--- src/rtl/selfprog_pkg.sv ---
package selfprog_pkg;
  typedef struct packed {
    logic armed;      // window open
    logic lockWrite;  // accepted store: program lock bits
    logic cfgRead;    // accepted load: return configuration byte
    logic rwwClear;   // re-enable command accepted
  } ctrlStrobe_t;
endpackage

--- src/rtl/selfprog_ctrl.sv ---
module selfprog_ctrl
  import selfprog_pkg::*;
#(
  parameter int STORE_WIN = 4,
  parameter int LOAD_WIN  = 3
) (
  input  logic        clk,
  input  logic        rstN,
  input  logic        ctrlWrEn,
  input  logic [6:0]  ctrlWrData,
  input  logic        storeStrobe,
  input  logic        loadStrobe,
  input  logic        eeWriteBusy,
  output ctrlStrobe_t strb
);
  localparam int CNT_W = $clog2(STORE_WIN + 1);
  localparam int LOAD_FLOOR = STORE_WIN - LOAD_WIN;
  localparam logic [6:0] ARM_CODE  = 7'b0001001;
  localparam logic [6:0] REEN_CODE = 7'b0010001;

  logic [CNT_W-1:0] winCnt;
  logic wrOk, armCmd, storeOpen, loadOpen;

  always_comb begin
    wrOk      = ctrlWrEn && !eeWriteBusy;
    armCmd    = wrOk && (ctrlWrData == ARM_CODE);
    storeOpen = (winCnt != '0);
    loadOpen  = (winCnt > CNT_W'(LOAD_FLOOR));
    strb.armed     = storeOpen;
    strb.lockWrite = storeStrobe && storeOpen && !eeWriteBusy;
    strb.cfgRead   = loadStrobe && loadOpen && !eeWriteBusy;
    strb.rwwClear  = wrOk && (ctrlWrData == REEN_CODE);
  end

  always_ff @(posedge clk) begin
    if (!rstN)
      winCnt <= '0;
    else if (wrOk)
      winCnt <= armCmd ? CNT_W'(STORE_WIN) : '0;
    else if (strb.lockWrite || strb.cfgRead)
      winCnt <= '0;
    else if (storeOpen)
      winCnt <= winCnt - 1'b1;
  end
endmodule

--- src/rtl/selfprog_dp.sv ---
module selfprog_dp
  import selfprog_pkg::*;
#(
  parameter int          ADDR_W    = 16,
  parameter int          LOCK_W    = 6,
  parameter logic [7:0]  FUSE_INIT = 8'h62,
  parameter int          LOCK_ADDR = 1,
  parameter int          FUSE_ADDR = 0
) (
  input  logic              clk,
  input  logic              rstN,
  input  ctrlStrobe_t       strb,
  input  logic [LOCK_W-1:0] lockWrData,
  input  logic [ADDR_W-1:0] zPtr,
  input  logic [7:0]        flashRdData,
  input  logic              loadStrobe,
  input  logic              loadInRww,
  input  logic              pageOpBusy,
  output logic [7:0]        loadData,
  output logic [7:0]        ctrlRdData,
  output logic [LOCK_W-1:0] lockBits,
  output logic              rwwBusy,
  output logic              rwwReadErr
);
  localparam int PAD_W = 8 - LOCK_W;

  for (genvar i = 0; i < LOCK_W; i++) begin : g_lock
    always_ff @(posedge clk) begin
      if (!rstN)
        lockBits[i] <= 1'b1;
      else if (strb.lockWrite && !lockWrData[i])
        lockBits[i] <= 1'b0;
    end
  end

  always_ff @(posedge clk) begin
    if (!rstN)
      rwwBusy <= 1'b0;
    else if (pageOpBusy)
      rwwBusy <= 1'b1;
    else if (strb.rwwClear)
      rwwBusy <= 1'b0;
  end

  logic [7:0] cfgByte;
  always_comb begin
    if (zPtr == ADDR_W'(LOCK_ADDR))
      cfgByte = {{PAD_W{1'b1}}, lockBits};
    else if (zPtr == ADDR_W'(FUSE_ADDR))
      cfgByte = FUSE_INIT;
    else
      cfgByte = 8'hFF;
    loadData   = strb.cfgRead ? cfgByte : flashRdData;
    rwwReadErr = loadStrobe && loadInRww && rwwBusy && !strb.cfgRead;
    ctrlRdData = {1'b0, rwwBusy, 2'b00, strb.armed, 2'b00, strb.armed};
  end
endmodule

--- src/rtl/selfprog_cmd_ctrl.sv ---
module selfprog_cmd_ctrl
  import selfprog_pkg::*;
#(
  parameter int         STORE_WIN = 4,
  parameter int         LOAD_WIN  = 3,
  parameter int         ADDR_W    = 16,
  parameter int         LOCK_W    = 6,
  parameter logic [7:0] FUSE_INIT = 8'h62
) (
  input  logic              clk,
  input  logic              rstN,
  input  logic              ctrlWrEn,
  input  logic [6:0]        ctrlWrData,
  output logic [7:0]        ctrlRdData,
  input  logic              storeStrobe,
  input  logic              loadStrobe,
  input  logic [LOCK_W-1:0] lockWrData,
  input  logic [ADDR_W-1:0] zPtr,
  input  logic [7:0]        flashRdData,
  input  logic              loadInRww,
  input  logic              eeWriteBusy,
  input  logic              pageOpBusy,
  output logic [7:0]        loadData,
  output logic [LOCK_W-1:0] lockBits,
  output logic              rwwBusy,
  output logic              rwwReadErr
);
  ctrlStrobe_t strb;

  selfprog_ctrl #(.STORE_WIN(STORE_WIN), .LOAD_WIN(LOAD_WIN)) u_ctrl (
    .clk(clk), .rstN(rstN), .ctrlWrEn(ctrlWrEn), .ctrlWrData(ctrlWrData),
    .storeStrobe(storeStrobe), .loadStrobe(loadStrobe),
    .eeWriteBusy(eeWriteBusy), .strb(strb)
  );

  selfprog_dp #(.ADDR_W(ADDR_W), .LOCK_W(LOCK_W), .FUSE_INIT(FUSE_INIT)) u_dp (
    .clk(clk), .rstN(rstN), .strb(strb), .lockWrData(lockWrData),
    .zPtr(zPtr), .flashRdData(flashRdData), .loadStrobe(loadStrobe),
    .loadInRww(loadInRww), .pageOpBusy(pageOpBusy), .loadData(loadData),
    .ctrlRdData(ctrlRdData), .lockBits(lockBits), .rwwBusy(rwwBusy),
    .rwwReadErr(rwwReadErr)
  );
endmodule

--- config.mk ---
export PLATFORM = sky130hd
export DESIGN_NAME = selfprog_cmd_ctrl
export DESIGN_NICKNAME = d
export VERILOG_FILES = /design/src/rtl/selfprog_pkg.sv /design/src/rtl/selfprog_ctrl.sv /design/src/rtl/selfprog_dp.sv /design/src/rtl/selfprog_cmd_ctrl.sv
export SDC_FILE = /design/constraint.sdc
export NUM_CORES = 1
export LEC_CHECK = 0
export BUFFER_PORTS_ARGS = -buffer_cell sky130_fd_sc_hd__buf_2
export CORE_MARGIN = 2
export CORE_UTILIZATION = 39
export DETAILED_ROUTE_END_ITERATION = 7
export PLACE_DENSITY = 0.83
export SETUP_SLACK_MARGIN = 0.1
export SKIP_LAST_GASP = 1
export SYNTH_ARGS = -nofsm -noshare
export SYNTH_HDL_FRONTEND = slang
export SYNTH_SLANG_ARGS = --single-unit
--- constraint.sdc ---
create_clock -name clk -period 2.7 [get_ports clk]
set_clock_uncertainty 0.2 [all_clocks]
set_input_delay 0.405 -clock clk [delete_from_list [all_inputs] [get_ports clk]]
set_output_delay 0.405 -clock clk [all_outputs]
set_load 0.03 [all_outputs]
# After elaboration in Yosys (flattened, before gate mapping)
# Index checks and enable logic that the tools add are counted.
op_classes:
  order_cmp: 1
  muxes: 9
  reduce_logical: 29
  addsub: 1
  n_eq_ne: 3
op_table:
  columns: ["op", "n"]
  rows:
  - ["8-bit two-way mux", 3]
  - ["16-bit by 1-bit == test with 1-bit output (second input constant)", 1]
  - ["1-bit logical AND", 16]
  - ["16-bit zero test", 1]
  - ["3-bit two-way mux", 4]
  - ["1-bit zero test", 8]
  - ["7-bit by 4-bit == test with 1-bit output (second input constant)", 1]
  - ["7-bit by 5-bit == test with 1-bit output (second input constant)", 1]
  - ["3-bit nonzero test", 2]
  - ["3-bit by 1-bit greater-than comparator with 1-bit output (second input constant)", 1]
  - ["3-bit by 1-bit subtractor with 3-bit output (second input constant)", 1]
  - ["1-bit two-way mux", 2]
  - ["2-bit nonzero test", 1]
  - ["1-bit logical OR", 1]
totals:
  input_bits: 45
  output_inout_bits: 24
  regBits: 10

# Depth between registers and ports, before layout
# Gate-level depths: netlist of run 1.
logic_depth:
  ltp_word: 6
  ltp_mapped: 7
  depth_no_buf: 6

# Modules after synthesis
# Synthesis of run 1 repeated with hierarchy kept, for this count alone.
hier_totals:
  cells_unflattened: 94
  area_unflattened_um2: 748.2
by_module_without_submodules:
  columns: ["mod", "n_inst", "cells_per_inst", "area_per_inst_um2"]
  rows:
  - ["selfprog_dp", 1, 61, 459.2]
  - ["selfprog_ctrl", 1, 33, 289.0]

# Worst setup path before layout of run 1
# OpenSTA, ideal clock, no wires.
synth_timing:
  path_type: "register to output"
  startpoint: "reg u_ctrl.winCnt[0]"
  endpoint: "out loadData[7]"
  setup_slack_ns: 0.398
  t_arrival_ns: 1.697
  path_buffers: 2
  path_stages_with_launch: 6
  required_ns: 2.095
  cell_sequence: "dfxtp_1 -> or3_1 -> buf_6 -> and3_4 -> buf_6 -> a31oi_1"
synth_between:
  elab_chain_len: 4
synth_lines:
  columns: ["item", "line_no", "source"]
  rows:
  - ["start: declaration", "selfprog_ctrl.sv:21", "logic [CNT_W-1:0] winCnt;"]
  - ["start signal: assignment", "selfprog_ctrl.sv:39", "winCnt <= armCmd ? CNT_W'(STORE_WIN) : '0;"]
  - ["start signal: assignment", "selfprog_ctrl.sv:43", "winCnt <= winCnt - 1'b1;"]
  - ["3-bit by 1-bit greater-than comparator with 1-bit output", "selfprog_ctrl.sv:28", "loadOpen = (winCnt > CNT_W'(LOAD_FLOOR));"]
  - ["1-bit logical AND (2 in series)", "selfprog_ctrl.sv:31", "strb.cfgRead = loadStrobe && loadOpen && !eeWriteBusy;"]
  - ["8-bit two-way mux", "selfprog_dp.sv:53", "loadData = strb.cfgRead ? cfgByte : flashRdData;"]
  - ["end: declaration", "selfprog_cmd_ctrl.sv:23", "output logic [7:0] loadData,"]
# No other way between the ends.

# Worst setup path after layout of run 1
# Ends and elaborated chain as after synthesis.

==> results.toml, run 1 <==
[power_and_ir_drop]
seq_power_share_pct = 24.4
p_per_area_mw_per_mm2 = 770
netSwitchingPower_mw = 0.406
cellLeakagePower_nw = 0.518
pwr-share-comb_pct = 64.1
clock_power_share_pct = 11.5
vdd_drop_max_mv = 0.361
switching_share_pct = 50.2
internal_power_mw = 0.403

[cells_and_area]
final_common_cell = "buf_2"
final_net_count = 201
diodes = 0
syn_to_final_growth_pct = 37.5
multi_input_area_um2 = 453
register_area_um2 = 200
fillerInstances = 169
final_cell_mix = "buf_2 (63), a31oi_1 (15), nand2_1 (10), dfxtp_1 (10), o31ai_1 (6)"
drive_gt1_share_pct = 47.0

[synthesis]
synth_seq_cells = 10
ys_types = 32
synthCells = 96
ys_seq_area_share_pct = 26.2
syn_avg_cell_area_um2 = 7.96
synthesis.area_um2 = 764
synth_warnings = 0

[sta]
worst_hold_slack_ns = 0.180
tightest_slew_ns = 0.549
rsz0062_at_grt = "false"
slew_headroom_pct = 63.4
finalHoldViolCount = 0
max_freq_ghz = 0.419
tns_ns = 0
min_period_over_period_pct = 88.4
finalSetupViolCount = 0
finalMaxSlewViolations = 0
layout_min_cycle_time_ns = 2.39

[route]
wl_um = 2000
drt-initial-drc-count = 28
dr.pass1.iters = 5
viasPerCell = 5.05
post-route-drc-count = 0
num_vias = 899
ant_nets = 0
wl_per_cell_um = 11.2

[cts]
cts-hold-fix-buffers = 0
numCtsBuffers = 3
clk_pin_slew_ns = 0.06
cts_num_sinks = 10
clock_latency_ns = 0.25
clockBufferDepth = 2
cts_tree = "built"
ctsResizeCount = 0
cts_setup_buffers = 0
clockRootBuffer = "clkbuf_4"
cts_max_level = 1

[grt]
antenna_found_initial = 0
grt_max_degree = 13
grt_overflow = 0
grt_usage_pct = 18.7
grt_pass1_wl_um = 3040
grt_pass1_vias = 796

[setup_path]
cp.required_ns = 2.10
cp_data_arrival_time_ns = 1.78
criticalPathCategory = "reg2out"
cp_max_fo = 12
worstSetupStartpointType = "flop"
end_kind = "primary output"

[status]
status = "completed"

[place]
place_congestion = 0.791
portBuffers = 63
place.detailed.hpwl_um = 1730

[floorplan]
dieArea_mm2 = 0.00233
rows = 16
die_height_um = 48.3
core_mm2 = 0.00190
start_util_pct = 40.2
pin_count = 69
die_x_um = 48.3

[min_path]
hold_class = "in2reg"

[job]
maxCapViolCount = 0
-- synth_stat cells (all sizes together) --
| cell type | instances | area (um2) |
|---|---|---|
| dfxtp | 10 | 200 |
| nor4 | 3 | 18.8 |
| or2 | 1 | 6.26 |
| nor3 | 2 | 15.0 |
| nor2b | 3 | 18.8 |
| nand2b | 2 | 12.5 |
| nor2 | 5 | 18.8 |
| and4 | 1 | 8.76 |
| conb | 1 | 3.75 |
| o21ai | 1 | 5.00 |
| xnor2 | 1 | 8.76 |
| nand3 | 1 | 5.00 |
| o31ai | 7 | 66.3 |
| nor3b | 2 | 15.0 |
| a31oi | 15 | 93.8 |
| mux2i | 1 | 10.0 |
| o221ai | 1 | 8.76 |
| or3 | 1 | 6.26 |
| clkbuf | 5 | 20.0 |
| nand2 | 10 | 37.5 |
| ha | 3 | 37.5 |
| nor4b | 1 | 8.76 |
| and3 | 1 | 11.3 |
| nand4 | 1 | 6.26 |
| buf | 11 | 87.6 |
| a2111oi | 1 | 15.0 |
| inv | 5 | 18.8 |
-- worst max-delay path: stages, from the launching register on --
cell	delay, ns
dfxtp_1	0.32
or3_1	0.49
and3_4	0.29
a31oi_1	0.20
buf_2	0.23
-- cell type report --
class	instances	area share [%]
flip-flops and latches	10	19.0
well taps	27	3.21
inverters	5	1.79
multi-input cells	69	43.1
repair buffers	64	30.7
clock buffers	3	2.14
-- routing by layer --
metal / share of wire, % / routed length (um) / global-route usage, % / vias to the layer above
met5: 0 / 0 / 0 / -
met4: 1.9 / 38 / 11.9 / 0
met3: 6.1 / 123 / 1.11 / 4
met2: 55 / 1100 / 35.3 / 46
met1: 37 / 739 / 19.8 / 403
li1: - / - / - / 446
-- registers in the layout, summed over array words and instances, names as in the netlist --
| register | flops |
|---|---|
| u_dp.lockBits | 6 |
| u_ctrl.winCnt | 3 |
| u_dp.rwwBusy | 1 |
-- kinds of logic after synthesis --
family	count (synthesis)	share of synthesized area [%]
AND/OR/NAND/NOR	34	24.7
adder cells (fa/ha/maj)	3	4.91
XOR/XNOR	1	1.15
other	1	0.491
multiplexers	1	1.31
flip-flops	10	26.2
AO/OA/AOI/OAI	25	24.7
buffers and inverters	21	16.5
-- per-stage QoR --
step	utilization [%]	power, mW	std cells	setup slack (ns)	cell area (um2)
6_report	55.3	0.810	178	0.313	1050
5_1_grt	55.3	0.878	178	0.248	1050
4_1_cts	55.3	0.818	178	0.313	1050
3_5_place_dp	54.1	0.720	175	0.475	1030
3_3_place_gp	54.1	0.706	175	0.528	1030
2_1_floorplan	-	0.656	100	0.398	779
-- power groups by stage --
stage	clock, mW	combinational (mW)	sequential (mW)
floorplan	0	0.434	0.222
global placement	0	0.506	0.201
detailed placement	0	0.520	0.200
CTS	0.0978	0.523	0.197
global route	0.105	0.571	0.202
finish	0.0935	0.519	0.197
-- worst paths after layout --
check,from,endpoint,slack (ns),cells past startpoint
worst max register to register,u_ctrl.winCnt[0],u_ctrl.winCnt[1],0.82,6
worst min-delay path,lockWrData[1],u_dp.lockBits[1],0.18,3
worst min register to register,u_dp.lockBits[1],u_dp.lockBits[1],0.27,2
worst max-delay path,u_ctrl.winCnt[0],loadData[7],0.31,4
Power figures use the tool's default switching activity.
==> run 2, diff against run 1 <==
--- a/config.mk
+++ b/config.mk
@@ -10,6 +10,7 @@
 export CORE_UTILIZATION = 39
 export DETAILED_ROUTE_END_ITERATION = 7
 export PLACE_DENSITY = 0.83
+export RECOVER_POWER = 100
 export SETUP_SLACK_MARGIN = 0.1
 export SKIP_LAST_GASP = 1
 export SYNTH_ARGS = -nofsm -noshare
==> run 2 against run 1 <==
  * Via count is 0.33% lower
  * Final cell count stayed put
  * Flip-flop and latch count stayed put
==> results.toml, run 2 (synthesized netlist as in run 1, its figures left out) <==
[status]
status = "completed"

[power_and_ir_drop]
p_per_area_mw_per_mm2 = 754
vdd_drop_max_mv = 0.339
cellLeakagePower_nw = 0.469

[cts]
numCtsBuffers = 3
cts_num_sinks = 10
clk_pin_slew_ns = 0.06
ctsResizeCount = 0
cts-hold-fix-buffers = 0
cts_max_level = 1
cts_tree = "built"
cts_setup_buffers = 0
clockBufferDepth = 2
clockRootBuffer = "clkbuf_4"
clock_latency_ns = 0.25

[route]
wl_um = 2010
post-route-drc-count = 0
ant_nets = 0
wl_per_cell_um = 11.3
viasPerCell = 5.03
num_vias = 896
drt-initial-drc-count = 23
dr.pass1.iters = 4

[min_path]
min_to = "u_dp.lockBits[1]"
min_path_cells = 3
hold_start = "lockWrData[1]"
hold_class = "in2reg"

[sta]
tightest_slew_ns = 0.519
layout_min_cycle_time_ns = 2.50
slew_headroom_pct = 65.3
finalSetupViolCount = 0
finalHoldViolCount = 0
max_freq_ghz = 0.401
rsz0062_at_grt = "false"
finalMaxSlewViolations = 0
tns_ns = 0
worst_hold_slack_ns = 0.182
min_period_over_period_pct = 92.4

[setup_path]
reg2reg_slack_ns = 0.52
cp.required_ns = 2.10
end_kind = "primary output"
criticalPathCategory = "reg2out"
r2r_cells = 6
rr_startpoint = "u_ctrl.winCnt[0]"
rr_endpoint = "u_ctrl.winCnt[1]"
cp_data_arrival_time_ns = 1.89
worstSetupStartpointType = "flop"
cp_max_fo = 12

[place]
place_congestion = 0.791
portBuffers = 63
place.detailed.hpwl_um = 1730

[floorplan]
die_height_um = 48.3
start_util_pct = 40.2
dieArea_mm2 = 0.00233
rows = 16
core_mm2 = 0.00190
pin_count = 69
die_x_um = 48.3

[job]
maxCapViolCount = 0

[cells_and_area]
largest_register_ffs = 6
reg_top3 = "u_dp.lockBits: 6 flops, u_ctrl.winCnt: 3 flops, u_dp.rwwBusy: 1 flops"
final_net_count = 201
syn_to_final_growth_pct = 33.1
regMostFlops = "u_dp.lockBits"
fillerInstances = 185
final_common_cell = "buf_2"
diodes = 0
drive_gt1_share_pct = 33.1
final_cell_mix = "buf_2 (44), clkbuf_1 (20), a31oi_1 (15)"

[grt]
grt_overflow = 0
grt_pass1_vias = 796
grt_usage_pct = 18.7
grt_pass1_wl_um = 3040
antenna_found_initial = 0
grt_max_degree = 13
-- run 2: cell count changes in the layout (fill, tap and decap cells not counted), sizes merged --
cell    before  now
clkbuf       3   23
buf         64   44
-- run 2: layout make-up --
class	instances	area [um2]	share of cell area, %
multi-input combinational	69	447	43.9
clock buffer	3	22.5	2.21
tap	27	33.8	3.32
inverter	5	18.8	1.85
timing repair buffer	64	295	29.0
sequential	10	200	19.7
-- run 2: power by group --
group	internal (mW)	switching, mW	total [mW]
clock	0.0510	0.0424	0.0934
combinational	0.142	0.334	0.476
sequential	0.177	0.0211	0.198
-- run 2: worst max-delay path by stage --
stage                                 from          end  slack [ns]  cells after the start
after floorplan           u_ctrl.winCnt[0]  loadData[7]        0.40                      5
after global placement         eeWriteBusy  loadData[6]        0.53                      5
after detailed placement       eeWriteBusy  loadData[7]        0.47                      5
after CTS                 u_ctrl.winCnt[0]  loadData[7]        0.31                      4
after global routing      u_ctrl.winCnt[2]  loadData[7]        0.14                      4
final                     u_ctrl.winCnt[0]  loadData[7]        0.20                      4
-- run 2: worst max-delay path: stages, from the launching register on --
cell and delay (ns):
dfxtp_1 0.32, or3_1 0.49, and3_4 0.28, a31oi_1 0.21
clkbuf_1 0.33
-- run 2: routing by layer --
| layer | track usage, % | vias to the layer above | routed length, um |
|---|---|---|---|
| met5 | 0 | - | 0 |
| met4 | 11.9 | 0 | 38 |
| met3 | 1.11 | 4 | 106 |
| met2 | 35.3 | 37 | 1090 |
| met1 | 19.8 | 408 | 780 |
| li1 | - | 447 | - |
-- run 2: through the flow --
step / instance area, um2 / setup WS [ns] / power (mW) / utilization (%) / std cells
detailed placement: 1030 / 0.475 / 0.720 / 54.1 / 175
floorplan: 779 / 0.398 / 0.656 / - / 100
finish: 1020 / 0.205 / 0.767 / 53.5 / 178
CTS: 1050 / 0.313 / 0.818 / 55.3 / 178
global placement: 1030 / 0.528 / 0.706 / 54.1 / 175
global route: 1020 / 0.140 / 0.833 / 53.5 / 178
==> run 3, diff against run 2 <==
--- a/config.mk
+++ b/config.mk
@@ -5,6 +5,7 @@
 export SDC_FILE = /design/constraint.sdc
 export NUM_CORES = 1
 export LEC_CHECK = 0
+export ABC_AREA = 0
 export BUFFER_PORTS_ARGS = -buffer_cell sky130_fd_sc_hd__buf_2
 export CORE_MARGIN = 2
 export CORE_UTILIZATION = 39
==> constraint.sdc (replaced) <==
create_clock -name clk -period 2.7 [get_ports clk]
set_clock_uncertainty 0.2 [all_clocks]
set_input_delay 0.54 -clock clk [delete_from_list [all_inputs] [get_ports clk]]
set_output_delay 0.54 -clock clk [all_outputs]
set_load 0.03 [all_outputs]
==> run 3 against run 2 <==
  * Critical path depth unchanged
  * First-iteration DRC count down 65%
  * Final cell count up 0.56%
  * Clock power up 4.1%
  * Total power up 2.5%
  * Register-to-register slack better by 0.04 ns
==> results.toml, run 3 (synthesized netlist as in run 1, its figures left out) <==
[status]
status = "completed"

[cells_and_area]
diodes = 0
final_cell_mix = "buf_2 (44), a31oi_1 (15)"
reg_top3 = "u_dp.lockBits: 6 flops, u_ctrl.winCnt: 3 flops, u_dp.rwwBusy: 1 flops"
regMostFlops = "u_dp.lockBits"
final_common_cell = "buf_2"
drive_gt1_share_pct = 40.1
syn_to_final_growth_pct = 35.7
final_net_count = 202
largest_register_ffs = 6

[grt]
grt_max_degree = 13
grt_pass1_vias = 790
grt_usage_pct = 20.1
grt_pass1_wl_um = 3210
antenna_found_initial = 0
grt_overflow = 0

[cts]
cts_num_sinks = 10
cts_max_level = 1
numCtsBuffers = 3
cts_setup_buffers = 0
clockBufferDepth = 2
clk_pin_slew_ns = 0.06
clockRootBuffer = "clkbuf_4"
cts_tree = "built"
cts-hold-fix-buffers = 0
clock_latency_ns = 0.26
ctsResizeCount = 0

[sta]
min_period_over_period_pct = 93.5
finalHoldViolCount = 0
finalSetupViolCount = 0
tns_ns = 0
max_freq_ghz = 0.396
finalMaxSlewViolations = 0
setup_ws_ns = 0.174
rsz0062_at_grt = "false"
layout_min_cycle_time_ns = 2.53

[setup_path]
end_kind = "primary output"
cp_max_fo = 12
criticalPathCategory = "reg2out"
cp.required_ns = 1.96
worstPathCellList = "or3_1 > and3_4 > a31oi_1 > clkbuf_2"
worstSetupStartpointType = "flop"
cp_data_arrival_time_ns = 1.79
slowest_delay_ns = 0.48
slowest_stage = "or3_1"

[place]
place.detailed.hpwl_um = 1820
portBuffers = 63
place_ws_ns = 0.367
place_congestion = 0.847

[route]
num_vias = 915
dr.pass1.iters = 4
ant_nets = 0
drt-initial-drc-count = 8
viasPerCell = 5.11
wl_um = 2180
post-route-drc-count = 0
wl_per_cell_um = 12.2

[power_and_ir_drop]
seq_power_share_pct = 25.4
pwr-share-comb_pct = 62.2
switching_share_pct = 51.4
internal_power_mw = 0.382
cellLeakagePower_nw = 0.504
netSwitchingPower_mw = 0.404
clock_power_share_pct = 12.4
vdd_drop_max_mv = 0.361
p_per_area_mw_per_mm2 = 758

[floorplan]
dieArea_mm2 = 0.00233
core_mm2 = 0.00190
die_x_um = 48.3
start_util_pct = 40.2
die_height_um = 48.3
rows = 16
pin_count = 69

[job]
maxCapViolCount = 0

[min_path]
hold_class = "reg2reg"
[run 3: final cells by class]
type / count / area, um2
Clock buffer: 3 / 22.5
Fill cell: 196 / 865
Inverter: 5 / 18.8
Multi-Input combinational cell: 69 / 447
Sequential cell: 10 / 200
Tap cell: 27 / 33.8
Timing Repair Buffer: 65 / 315
[run 3: worst paths after layout]
path                                          to  slack (ns)  cells past startpoint             start
worst max-delay path                 loadData[4]        0.17                      4  u_ctrl.winCnt[2]
worst min-delay path            u_dp.lockBits[5]        0.28                      2  u_dp.lockBits[5]
worst max register to register  u_ctrl.winCnt[1]        0.56                      6  u_ctrl.winCnt[0]
worst min register to register  u_dp.lockBits[5]        0.28                      2  u_dp.lockBits[5]
[run 3: worst max-delay path: cells and delay by family (launching register included)]
family                 cells  cell delay [ns]
AOI/OAI and AO/OA          1             0.18
and+or+nand+nor            2             0.77
buffers and inverters      1             0.24
DFF                        1             0.34
[run 3: per-stage QoR]
stage | instances | hold slack, ns | total power, mW | util [%] | instance area (um2)
5_1_grt | 179 | 0.290 | 0.850 | 54.5 | 1040
2_1_floorplan | 100 | 0.322 | 0.656 | - | 779
3_3_place_gp | 176 | 0.261 | 0.704 | 54.5 | 1040
3_5_place_dp | 176 | 0.270 | 0.723 | 54.5 | 1040
4_1_cts | 179 | 0.280 | 0.824 | 55.7 | 1060
6_report | 179 | 0.282 | 0.786 | 54.5 | 1040
[run 3: layer usage]
metal / global-route usage, % / routed length [um] / vias to the layer above / part of all wire (%)
met4: 16.8 / 99 / 0 / 4.5
li1: - / - / 450 / -
met3: 1.48 / 139 / 14 / 6.4
met5: 0 / 0 / - / 0
met2: 36.6 / 1130 / 55 / 52
met1: 20.5 / 809 / 396 / 37
[run 3: power groups by stage]
| stage | Clock, mW | Combinational [mW] | Sequential [mW] |
|---|---|---|---|
| 2_1_floorplan | 0 | 0.434 | 0.222 |
| 3_3_place_gp | 0 | 0.504 | 0.200 |
| 3_5_place_dp | 0 | 0.521 | 0.202 |
| 4_1_cts | 0.102 | 0.523 | 0.199 |
| 5_1_grt | 0.109 | 0.538 | 0.203 |
| 6_report | 0.0972 | 0.489 | 0.200 |
